`config.mk`:
```
export PLATFORM = sky130hd
export DESIGN_NAME = pic_nested_ctrl
export DESIGN_NICKNAME = d
export VERILOG_FILES = /design/src/rtl/pic_pkg.sv /design/src/rtl/pic_pend.sv /design/src/rtl/pic_arb.sv /design/src/rtl/pic_stack.sv /design/src/rtl/pic_nested_ctrl.sv
export SDC_FILE = /design/constraint.sdc
export NUM_CORES = 1
export LEC_CHECK = 0
export BUFFER_PORTS_ARGS = -buffer_cell sky130_fd_sc_hd__buf_2
export CORE_ASPECT_RATIO = 0.7
export CORE_MARGIN = 4
export CORE_UTILIZATION = 45
export DETAILED_ROUTE_END_ITERATION = 7
export HOLD_SLACK_MARGIN = 0.1
export PLACE_DENSITY = 0.61
export SLEW_MARGIN = 20
export SYNTH_ARGS = -nofsm -noshare
export SYNTH_HDL_FRONTEND = slang
export SYNTH_SLANG_ARGS = --single-unit
```
`constraint.sdc`:
```
create_clock -name clk_i -period 28.9 [get_ports clk_i]
set_input_delay 4.335 -clock clk_i [delete_from_list [all_inputs] [get_ports clk_i]]
set_output_delay 4.335 -clock clk_i [all_outputs]
set_load 0.01 [all_outputs]
```
`src/rtl/pic_pkg.sv`:
```
package pic_pkg;
  typedef enum logic [1:0] {
    ROUTE_STD  = 2'd0,
    ROUTE_CRIT = 2'd1,
    ROUTE_PIN  = 2'd2,
    ROUTE_PIN2 = 2'd3
  } route_e;
endpackage

```
`src/rtl/pic_pend.sv`:
```
module pic_pend #(
  parameter int N = 16
) (
  input  logic         clk_i,
  input  logic         rst_ni,
  input  logic [N-1:0] req_i,
  input  logic [N-1:0] edge_i,
  input  logic [N-1:0] clr_i,
  output logic [N-1:0] pend_o
);
  logic [N-1:0] req_q;

  always_ff @(posedge clk_i or negedge rst_ni) begin
    if (!rst_ni) req_q <= '0;
    else         req_q <= req_i;
  end

  for (genvar g = 0; g < N; g++) begin : g_src
    always_ff @(posedge clk_i or negedge rst_ni) begin
      if (!rst_ni)         pend_o[g] <= 1'b0;
      else if (edge_i[g])  pend_o[g] <= (pend_o[g] & ~clr_i[g]) | (req_i[g] & ~req_q[g]);
      else                 pend_o[g] <= req_i[g];
    end
  end
endmodule

```
`src/rtl/pic_arb.sv`:
```
module pic_arb #(
  parameter int N     = 16,
  parameter int PRI_W = 4,
  localparam int IDX_W = $clog2(N)
) (
  input  logic [N-1:0]            cand_i,
  input  logic [N-1:0][PRI_W-1:0] pri_i,
  output logic                    vld_o,
  output logic [IDX_W-1:0]        idx_o,
  output logic [PRI_W-1:0]        pri_o
);
  // strict compare while scanning upward keeps the lowest index on ties
  always_comb begin
    vld_o = 1'b0;
    idx_o = '0;
    pri_o = '0;
    for (int i = 0; i < N; i++) begin
      if (cand_i[i] && (!vld_o || pri_i[i] > pri_o)) begin
        vld_o = 1'b1;
        idx_o = IDX_W'(i);
        pri_o = pri_i[i];
      end
    end
  end
endmodule

```
`src/rtl/pic_stack.sv`:
```
module pic_stack #(
  parameter int DEPTH = 16,
  parameter int PRI_W = 4,
  localparam int CW = $clog2(DEPTH + 1)
) (
  input  logic             clk_i,
  input  logic             rst_ni,
  input  logic             push_i,
  input  logic [PRI_W-1:0] push_pri_i,
  input  logic             pop_i,
  output logic [PRI_W-1:0] top_o
);
  logic [DEPTH-1:0][PRI_W-1:0] stk_q;
  logic [CW-1:0]               cnt_q;

  always_ff @(posedge clk_i or negedge rst_ni) begin
    if (!rst_ni) begin
      stk_q <= '0;
      cnt_q <= '0;
    end else if (push_i) begin
      for (int i = 0; i < DEPTH; i++)
        if (CW'(i) == cnt_q) stk_q[i] <= push_pri_i;
      cnt_q <= cnt_q + 1'b1;
    end else if (pop_i && cnt_q != '0) begin
      cnt_q <= cnt_q - 1'b1;
    end
  end

  always_comb begin
    top_o = '0;
    for (int i = 0; i < DEPTH; i++)
      if (CW'(i + 1) == cnt_q) top_o = stk_q[i];
  end

  p_no_overflow_r11: assert property (@(posedge clk_i) disable iff (!rst_ni)
    push_i |-> cnt_q < CW'(DEPTH));
  p_pop_lowers_r11: assert property (@(posedge clk_i) disable iff (!rst_ni)
    (pop_i && !push_i && cnt_q != '0) |=> cnt_q == $past(cnt_q) - 1'b1);
  p_push_nests_r7: assert property (@(posedge clk_i) disable iff (!rst_ni)
    push_i |=> top_o > $past(top_o));
endmodule

```
`src/rtl/pic_nested_ctrl.sv`:
```
module pic_nested_ctrl #(
  parameter int          NUM_EXT   = 12,
  parameter int          NUM_INT   = 4,
  parameter int          PRI_W     = 4,
  parameter int          VEC_W     = 8,
  parameter int          STK_DEPTH = 16,
  parameter logic [7:0]  SPURIOUS  = 8'hFF,
  localparam int N     = NUM_EXT + NUM_INT,
  localparam int IDX_W = $clog2(N)
) (
  input  logic               clk_i,
  input  logic               rst_ni,
  input  logic [NUM_EXT-1:0] ext_irq_i,
  input  logic [NUM_INT-1:0] int_irq_i,
  input  logic               cfg_we_i,
  input  logic [IDX_W-1:0]   cfg_idx_i,
  input  logic [VEC_W-1:0]   cfg_vec_i,
  input  logic [PRI_W-1:0]   cfg_pri_i,
  input  logic               cfg_mask_i,
  input  logic [1:0]         cfg_route_i,
  input  logic               cfg_edge_i,
  input  logic               tpr_we_i,
  input  logic [PRI_W-1:0]   tpr_i,
  input  logic               ack_i,
  input  logic               eoi_i,
  output logic [VEC_W-1:0]   ack_vec_o,
  output logic               irq_o,
  output logic               crit_o,
  output logic               ext_pin_o,
  output logic [N-1:0]       pend_o,
  output logic [PRI_W-1:0]   isr_pri_o
);
  import pic_pkg::*;

  logic [N-1:0][VEC_W-1:0] vec_q;
  logic [N-1:0][PRI_W-1:0] pri_q;
  logic [N-1:0]            mask_q, edge_q, cand, pin_req, clr;
  route_e [N-1:0]          route_q;
  logic [PRI_W-1:0]        tpr_q, best_pri;
  logic [IDX_W-1:0]        best_idx;
  logic                    best_vld, deliver;

  always_ff @(posedge clk_i or negedge rst_ni) begin
    if (!rst_ni) begin
      vec_q   <= '0;
      pri_q   <= '0;
      mask_q  <= '1;
      edge_q  <= '0;
      route_q <= {N{ROUTE_STD}};
      tpr_q   <= '0;
    end else begin
      if (cfg_we_i) begin
        vec_q[cfg_idx_i]   <= cfg_vec_i;
        pri_q[cfg_idx_i]   <= cfg_pri_i;
        mask_q[cfg_idx_i]  <= cfg_mask_i;
        edge_q[cfg_idx_i]  <= cfg_edge_i;
        route_q[cfg_idx_i] <= route_e'(cfg_route_i);
      end
      if (tpr_we_i) tpr_q <= tpr_i;
    end
  end

  for (genvar g = 0; g < N; g++) begin : g_qual
    logic live;
    assign live       = pend_o[g] & ~mask_q[g] & (pri_q[g] != '0);
    assign cand[g]    = live & ~route_q[g][1];
    assign pin_req[g] = live &  route_q[g][1];
    assign clr[g]     = ack_i & deliver & edge_q[g] & (best_idx == IDX_W'(g));
  end

  pic_pend #(.N(N)) u_pend (
    .clk_i  (clk_i),
    .rst_ni (rst_ni),
    .req_i  ({int_irq_i, ext_irq_i}),
    .edge_i (edge_q),
    .clr_i  (clr),
    .pend_o (pend_o)
  );

  pic_arb #(.N(N), .PRI_W(PRI_W)) u_arb (
    .cand_i (cand),
    .pri_i  (pri_q),
    .vld_o  (best_vld),
    .idx_o  (best_idx),
    .pri_o  (best_pri)
  );

  pic_stack #(.DEPTH(STK_DEPTH), .PRI_W(PRI_W)) u_stack (
    .clk_i      (clk_i),
    .rst_ni     (rst_ni),
    .push_i     (ack_i & deliver),
    .push_pri_i (best_pri),
    .pop_i      (eoi_i & ~ack_i),
    .top_o      (isr_pri_o)
  );

  assign deliver   = best_vld && best_pri > tpr_q && best_pri > isr_pri_o;
  assign irq_o     = deliver && route_q[best_idx] == ROUTE_STD;
  assign crit_o    = deliver && route_q[best_idx] == ROUTE_CRIT;
  assign ext_pin_o = |pin_req;

  always_ff @(posedge clk_i or negedge rst_ni) begin
    if (!rst_ni)    ack_vec_o <= '0;
    else if (ack_i) ack_vec_o <= deliver ? vec_q[best_idx] : VEC_W'(SPURIOUS);
  end

  p_one_output_r8: assert property (@(posedge clk_i) disable iff (!rst_ni)
    !(irq_o && crit_o));
  p_mask_blocks_r3: assert property (@(posedge clk_i) disable iff (!rst_ni)
    (irq_o || crit_o) |-> !mask_q[best_idx]);
  p_edge_ack_clears_r9: assert property (@(posedge clk_i) disable iff (!rst_ni)
    (ack_i && deliver && edge_q[best_idx]) |=> !pend_o[$past(best_idx)]);
endmodule

```
==> impl_metrics.tcl, run 1 <==
set metrics [dict create \
    cap_violations 0 \
    nNetsFinal 2134 \
    finalHoldViolCount 0 \
    fin_crit_sh_pct 100 \
    cts_buffer_depth 3 \
    numCtsBuffers 38 \
    clock_skew_ns 0.0248 \
    cp-end-kind "output pin" \
    drive_gt1_share_pct 36.6 \
    slew_headroom_pct 20.1 \
    synth-edff-count 0 \
    grt-ovfl-total 0 \
    area_delta_synth_final_pct 22.1 \
    clk-insertion-delay-late_ns 0.55 \
    critical_path_class "reg2out" \
    die_area_sq_um 47400 \
    firstDrtPassIters 6 \
    setup_viol 2 \
    initial_utilization_pct 46.1 \
    path_clk_slew_ns 0.06 \
    cts-root-buf "clkbuf_16" \
    viasPerCell 6.06 \
    status "finished with violations" \
    violations "negative setup slack" \
    yosys_warnings 0 \
    final_cell_mix "dfrtp_1, mux2_2, buf_4" \
    hpwl_um 39800 \
    critPathRequiredTime_ns 24.57 \
    pre_cts_ws_ns -1.08 \
    ios 77 \
    cts_tree "built" \
    hold_buffers 0 \
    grt_pass1_wl_um 89800 \
    tightest_slew_ns 1.19 \
    grt_pass1_vias 15300 \
    fillers 3661 \
    critPathLaunchType "flop" \
    min_period_ns 29.00 \
    layout_commonest_cell "dfrtp_1" \
    setup_ws_ns -0.103 \
    synth_top_area_cell "dfrtp_1" \
    netlist.area_leader.share_pct 44.7 \
    drcViolationCount 0 \
    synthCells 1834 \
    ys_seq_area_share_pct 46.8 \
    dr_total_vias 16000 \
    yosysUniqueCellTypes 112 \
    critPathMaxFanout 7 \
    syn_nets 1945 \
    ys.flop_type "dfrtp_1" \
    totalWireLength_um 59600 \
    slowest_delay_ns 0.44 \
    grt_util_all_layers_pct 23.9 \
    fmax_mhz 34.5 \
    die_w_um 258 \
    cts.sinks 369 \
    rows 63 \
    path_delay_family "compound AO/OA/AOI/OAI gates" \
    worstPathArrival_ns 24.67 \
    port_buffers 76 \
    cpMaxStageDelayCell "a221o_2" \
    report.final.slew_viol_count 0 \
    h-tree-depth 2 \
    path_buf_inv 10 \
    crit_path_frequent_cell "a21oi_2" \
    syn-mean-instance-area_sq_um 10.8 \
    die_h_um 183 \
    antenna_found_initial 1 \
    yosys_register_bits 369 \
    fp.coreArea_sq_um 42900 \
    hold_path_class "reg2reg" \
    antennaDiodeCount 0 \
    synthArstFlopShare_pct 100 \
    grt_max_degree 101 \
    wl_per_cell_um 22.6 \
    synthesis.area_sq_um 19800 \
    gp_congestion 0.905 \
    synth_area_leaders "dfrtp_1, mux2_2, ha_1" \
    drt_iter0_drc 1674 \
    ant_nets 0 \
    rsz0062_at_grt "yes" \
]
## cell usage after synthesis, drive strengths merged, types with 9 or more instances
library cell	number
a21o	16
a222oi	13
a22oi	15
o221ai	9
nor3b	13
o211ai	29
and2	14
dfstp	16
nor2	146
nand2	138
a221oi	9
nor2b	26
o21a	10
nor4	18
mux2	261
inv	67
a211oi	12
ha	65
or3	12
dfrtp	353
clkbuf	54
a21oi	128
a32o	16
nand3	30
and3	18
buf	23
o21ai	78
mux2i	29
nor3	32
o31ai	9
nand2b	32
## metrics by stage
| step | instances | setup TNS [ns] | hold slack (ns) | util (%) | instance area (sq um) |
|---|---|---|---|---|---|
| CTS | 2592 | 0 | 0.499 | 53.7 | 23000 |
| detailed placement | 2480 | -2.03 | 0.485 | 49.2 | 21100 |
| finish | 2636 | -0.156 | 0.499 | 56.3 | 24100 |
| global route | 2636 | -2.27 | 0.510 | 56.3 | 24100 |
| global placement | 2480 | -0.232 | 0.479 | 49.2 | 21100 |
| floorplan | 1834 | 0 | 0.471 | - | 19800 |
## state kept, by name, indices dropped and copies added (netlist names)
signal / count
vec_q: 128
u_pend.pend_o: 16
route_q: 32
ack_vec_o: 8
u_stack.cnt_q: 5
pri_q: 64
u_stack.stk_q: 64
mask_q: 16
edge_q: 16
u_pend.req_q: 16
tpr_q: 4
## layer usage
layer / up-vias / routed length (um) / global-route usage, %
li1: 7193 / - / -
met1: 8096 / 28400 / 36.5
met2: 560 / 26100 / 35.6
met3: 135 / 3550 / 3.80
met4: 0 / 1580 / 5.83
met5: - / 0 / 0
## layout make-up
class | instances | area (sq um) | area share [%]
well taps | 585 | 732 | 3.03
clock buffers | 55 | 1140 | 4.71
multi-input cells | 1321 | 11000 | 45.6
repair buffers | 226 | 1560 | 6.46
inverters | 67 | 251 | 1.04
clock inverters | 13 | 200 | 0.830
flip-flops and latches | 369 | 9250 | 38.4
## cells by family (layout without fill, tap and decap cells)
kind of cell               Yosys count  count (layout)  share of synthesized area, %
DFF                                369             369                          46.8
muxes                              290             290                          16.4
xor gates and xnor gates             4               4                         0.177
adders and majority gates           65              65                          4.12
and+or+nand+nor                    516             516                          13.1
AOI/OAI and AO/OA                  446             446                          16.3
buffers and inverters              144             361                          3.06
## final timing paths
path / start / to / slack (ns) / cells past startpoint
worst max register to register: route_q[1] / ack_vec_o[3] / 3.08 / 130
worst max-delay path: route_q[1] / crit_o / -0.10 / 127
min in group asynchronous: rst_ni / pri_q[38] / 3.82 / 1
max in group asynchronous: rst_ni / pri_q[5] / 22.21 / 4
worst min register to register: vec_q[19] / vec_q[19] / 0.50 / 1
worst min-delay path: vec_q[19] / vec_q[19] / 0.50 / 1
## timing repair
item,in CTS,in global routing
buffers inserted,44,44
resized for setup,56,140
setup endpoints to repair,2,2
pin swaps,37,86
Power of run 1 is left out: the tool's default activity adds up to more than one toggle a clock period on the data nets, which glitch-free logic cannot reach.
==> run 2, diff against run 1 <==
Settings changed: ABC_AREA from default to 1, CAP_MARGIN from default to 30, CORE_UTILIZATION 45 to 56, PLACE_DENSITY 0.61 to 0.74.
==> impl_metrics.tcl, run 2 <==
set metrics [dict create \
    report.final.slew_viol_count 0 \
    cts_buffer_depth 3 \
    syn_nets 2574 \
    cts_tree "built" \
    path_delay_family "simple AND/OR/NAND/NOR gates" \
    layout_commonest_cell "nand2_1" \
    h-tree-depth 2 \
    top_regs "vec_q x128, pri_q x64, u_stack.stk_q x64" \
    finalHoldViolCount 0 \
    cts-root-buf "clkbuf_16" \
    synth.cells.most_frequent "nand2_1, o21ai_0, dfrtp_1" \
    drt_iter0_drc 1809 \
    die_w_um 229 \
    min_period_ns 26.02 \
    rows 56 \
    dr_total_vias 17000 \
    die_area_sq_um 37200 \
    critPathMaxFanout 45 \
    hold_buffers 0 \
    synth_top_area_cell "dfrtp_1" \
    viasPerCell 5.75 \
    top_register "vec_q" \
    drcViolationCount 0 \
    hold_start "vec_q[95]" \
    yosys_register_bits 369 \
    slowest_delay_ns 0.93 \
    yosys_warnings 0 \
    hold_path_class "reg2reg" \
    met3RoutedLength_um 3940 \
    syn-mean-instance-area_sq_um 7.76 \
    status "finished, final reports clean" \
    grt-ovfl-total 0 \
    setup_ws_ns 2.88 \
    yosysMostFrequentCell "nand2_1" \
    firstDrtPassIters 6 \
    ant_nets 0 \
    critPathLaunchType "flop" \
    critical_path_class "reg2out" \
    hold_ws_ns 0.483 \
    synthArstFlopShare_pct 100 \
    dp_cells 2889 \
    tns_ns 0 \
    rsz0062_at_grt "no" \
    wl_per_cell_um 17.6 \
    grt_pass1_wl_um 83700 \
    cap_violations 0 \
    netlist.area_leader.share_pct 46.2 \
    cts_setup_buffers 0 \
    cpMaxStageDelayCell "inv_2" \
    path_buf_inv 20 \
    cp-startpoint "u_pend.pend_o[0]" \
    wl_met1_um 24400 \
    fin_crit_sh_pct 90.0 \
    r2r-start "u_pend.pend_o[0]" \
    gp_congestion 0.916 \
    die_h_um 163 \
    synth-edff-count 0 \
    pre_cts_ws_ns 3.85 \
    drive_gt1_share_pct 9.79 \
    stdcell_count 2961 \
    nNetsFinal 2606 \
    synthCells 2463 \
    initial_utilization_pct 57.0 \
    ios 77 \
    grt_pass1_vias 15800 \
    crit_end "irq_o" \
    fmax_mhz 38.4 \
    synth_area_leaders "dfrtp_1, nand2_1, o21ai_0" \
    yosysUniqueCellTypes 47 \
    rr_worst_depth 163 \
    slew_headroom_pct 35.9 \
    path_depth 156 \
    worstPathArrival_ns 21.69 \
    wl_met2_um 22700 \
    path_clk_slew_ns 0.06 \
    cts_resized 0 \
    clk-insertion-delay-late_ns 0.54 \
    ys.flop_type "dfrtp_1" \
    final_cell_mix "nand2_1, o21ai_0, dfrtp_1" \
    ys_seq_area_share_pct 48.4 \
    critPathRequiredTime_ns 24.57 \
    highest_layer "met5" \
    cts.sinks 369 \
    largest_register_ff_count 128 \
    crit_path_frequent_cell "nand2_1" \
    cp-end-kind "output pin" \
    r2r-end "u_stack.stk_q[2]" \
    tightest_slew_ns 0.960 \
    clock_skew_ns 0.0268 \
    rrSetupSlack_ns 7.08 \
    grt_util_all_layers_pct 27.7 \
    hpwl_um 35500 \
    grt_max_degree 166 \
    antenna_found_initial 4 \
    area_delta_synth_final_pct 10.7 \
    port_buffers 76 \
    fp.coreArea_sq_um 33600 \
    numCtsBuffers 37 \
    synthesis.area_sq_um 19100 \
    totalWireLength_um 52300 \
    setup_viol 0 \
]
-- run 2: cell count changes in the layout (fill, tap and decap cells not counted), sizes merged, moves of 32 or more --
cell    change
inv       +116
nand2b     -32
nand2     +802
mux2      -260
o21ai     +322
a21oi     -104
buf       -128
nor2       -41
nand3     +108
-- run 2: tightest hold or removal path: cells and delay by family (launching register included) --
kind / cells / cell delay, ns
compound gates: 1 / 0.06
flops: 1 / 0.34
simple gates: 1 / 0.05
-- run 2: per-layer routing --
layer,track usage (%),vias up
li1,-,8110
met1,41.5,8185
met2,42.1,637
met4,7.63,2
met3,4.77,94
met5,0,-
-- run 2: cells by family after synthesis --
group / Yosys count / share of synthesized area (%)
flip-flops: 369 / 48.4
AND/OR/NAND/NOR: 1252 / 27.4
adder cells (fa/ha/maj): 65 / 4.25
XOR/XNOR: 3 / 0.137
buffers and inverters: 294 / 6.39
AO/OA/AOI/OAI: 479 / 13.4
multiplexers: 1 / 0.0589
-- run 2: layout make-up --
cell class,instances,area (sq um)
timing repair buffer,99,689
clock inverter,17,272
tap,435,544
fill,2869,12400
sequential,369,9250
antenna,3,7.51
multi-input combinational,1800,8660
clock buffer,50,1020
inverter,188,706
-- run 2: worst min-delay path by stage --
stage                             end  slack, ns  cells past startpoint
global placement    u_stack.stk_q[26]       0.46                      2
detailed placement  u_stack.stk_q[19]       0.47                      2
floorplan           u_stack.stk_q[18]       0.45                      2
global route               mask_q[14]       0.50                      2
CTS                 u_stack.stk_q[19]       0.48                      2
finish                      vec_q[95]       0.48                      2
-- run 2: per-stage QoR --
stage	utilization, %	cell area (sq um)
2_1_floorplan	-	19100
5_1_grt	63.0	21200
3_3_place_gp	58.5	19600
6_report	63.0	21200
3_5_place_dp	59.1	19800
4_1_cts	63.0	21100
Power of run 2 is left out for the same reason.
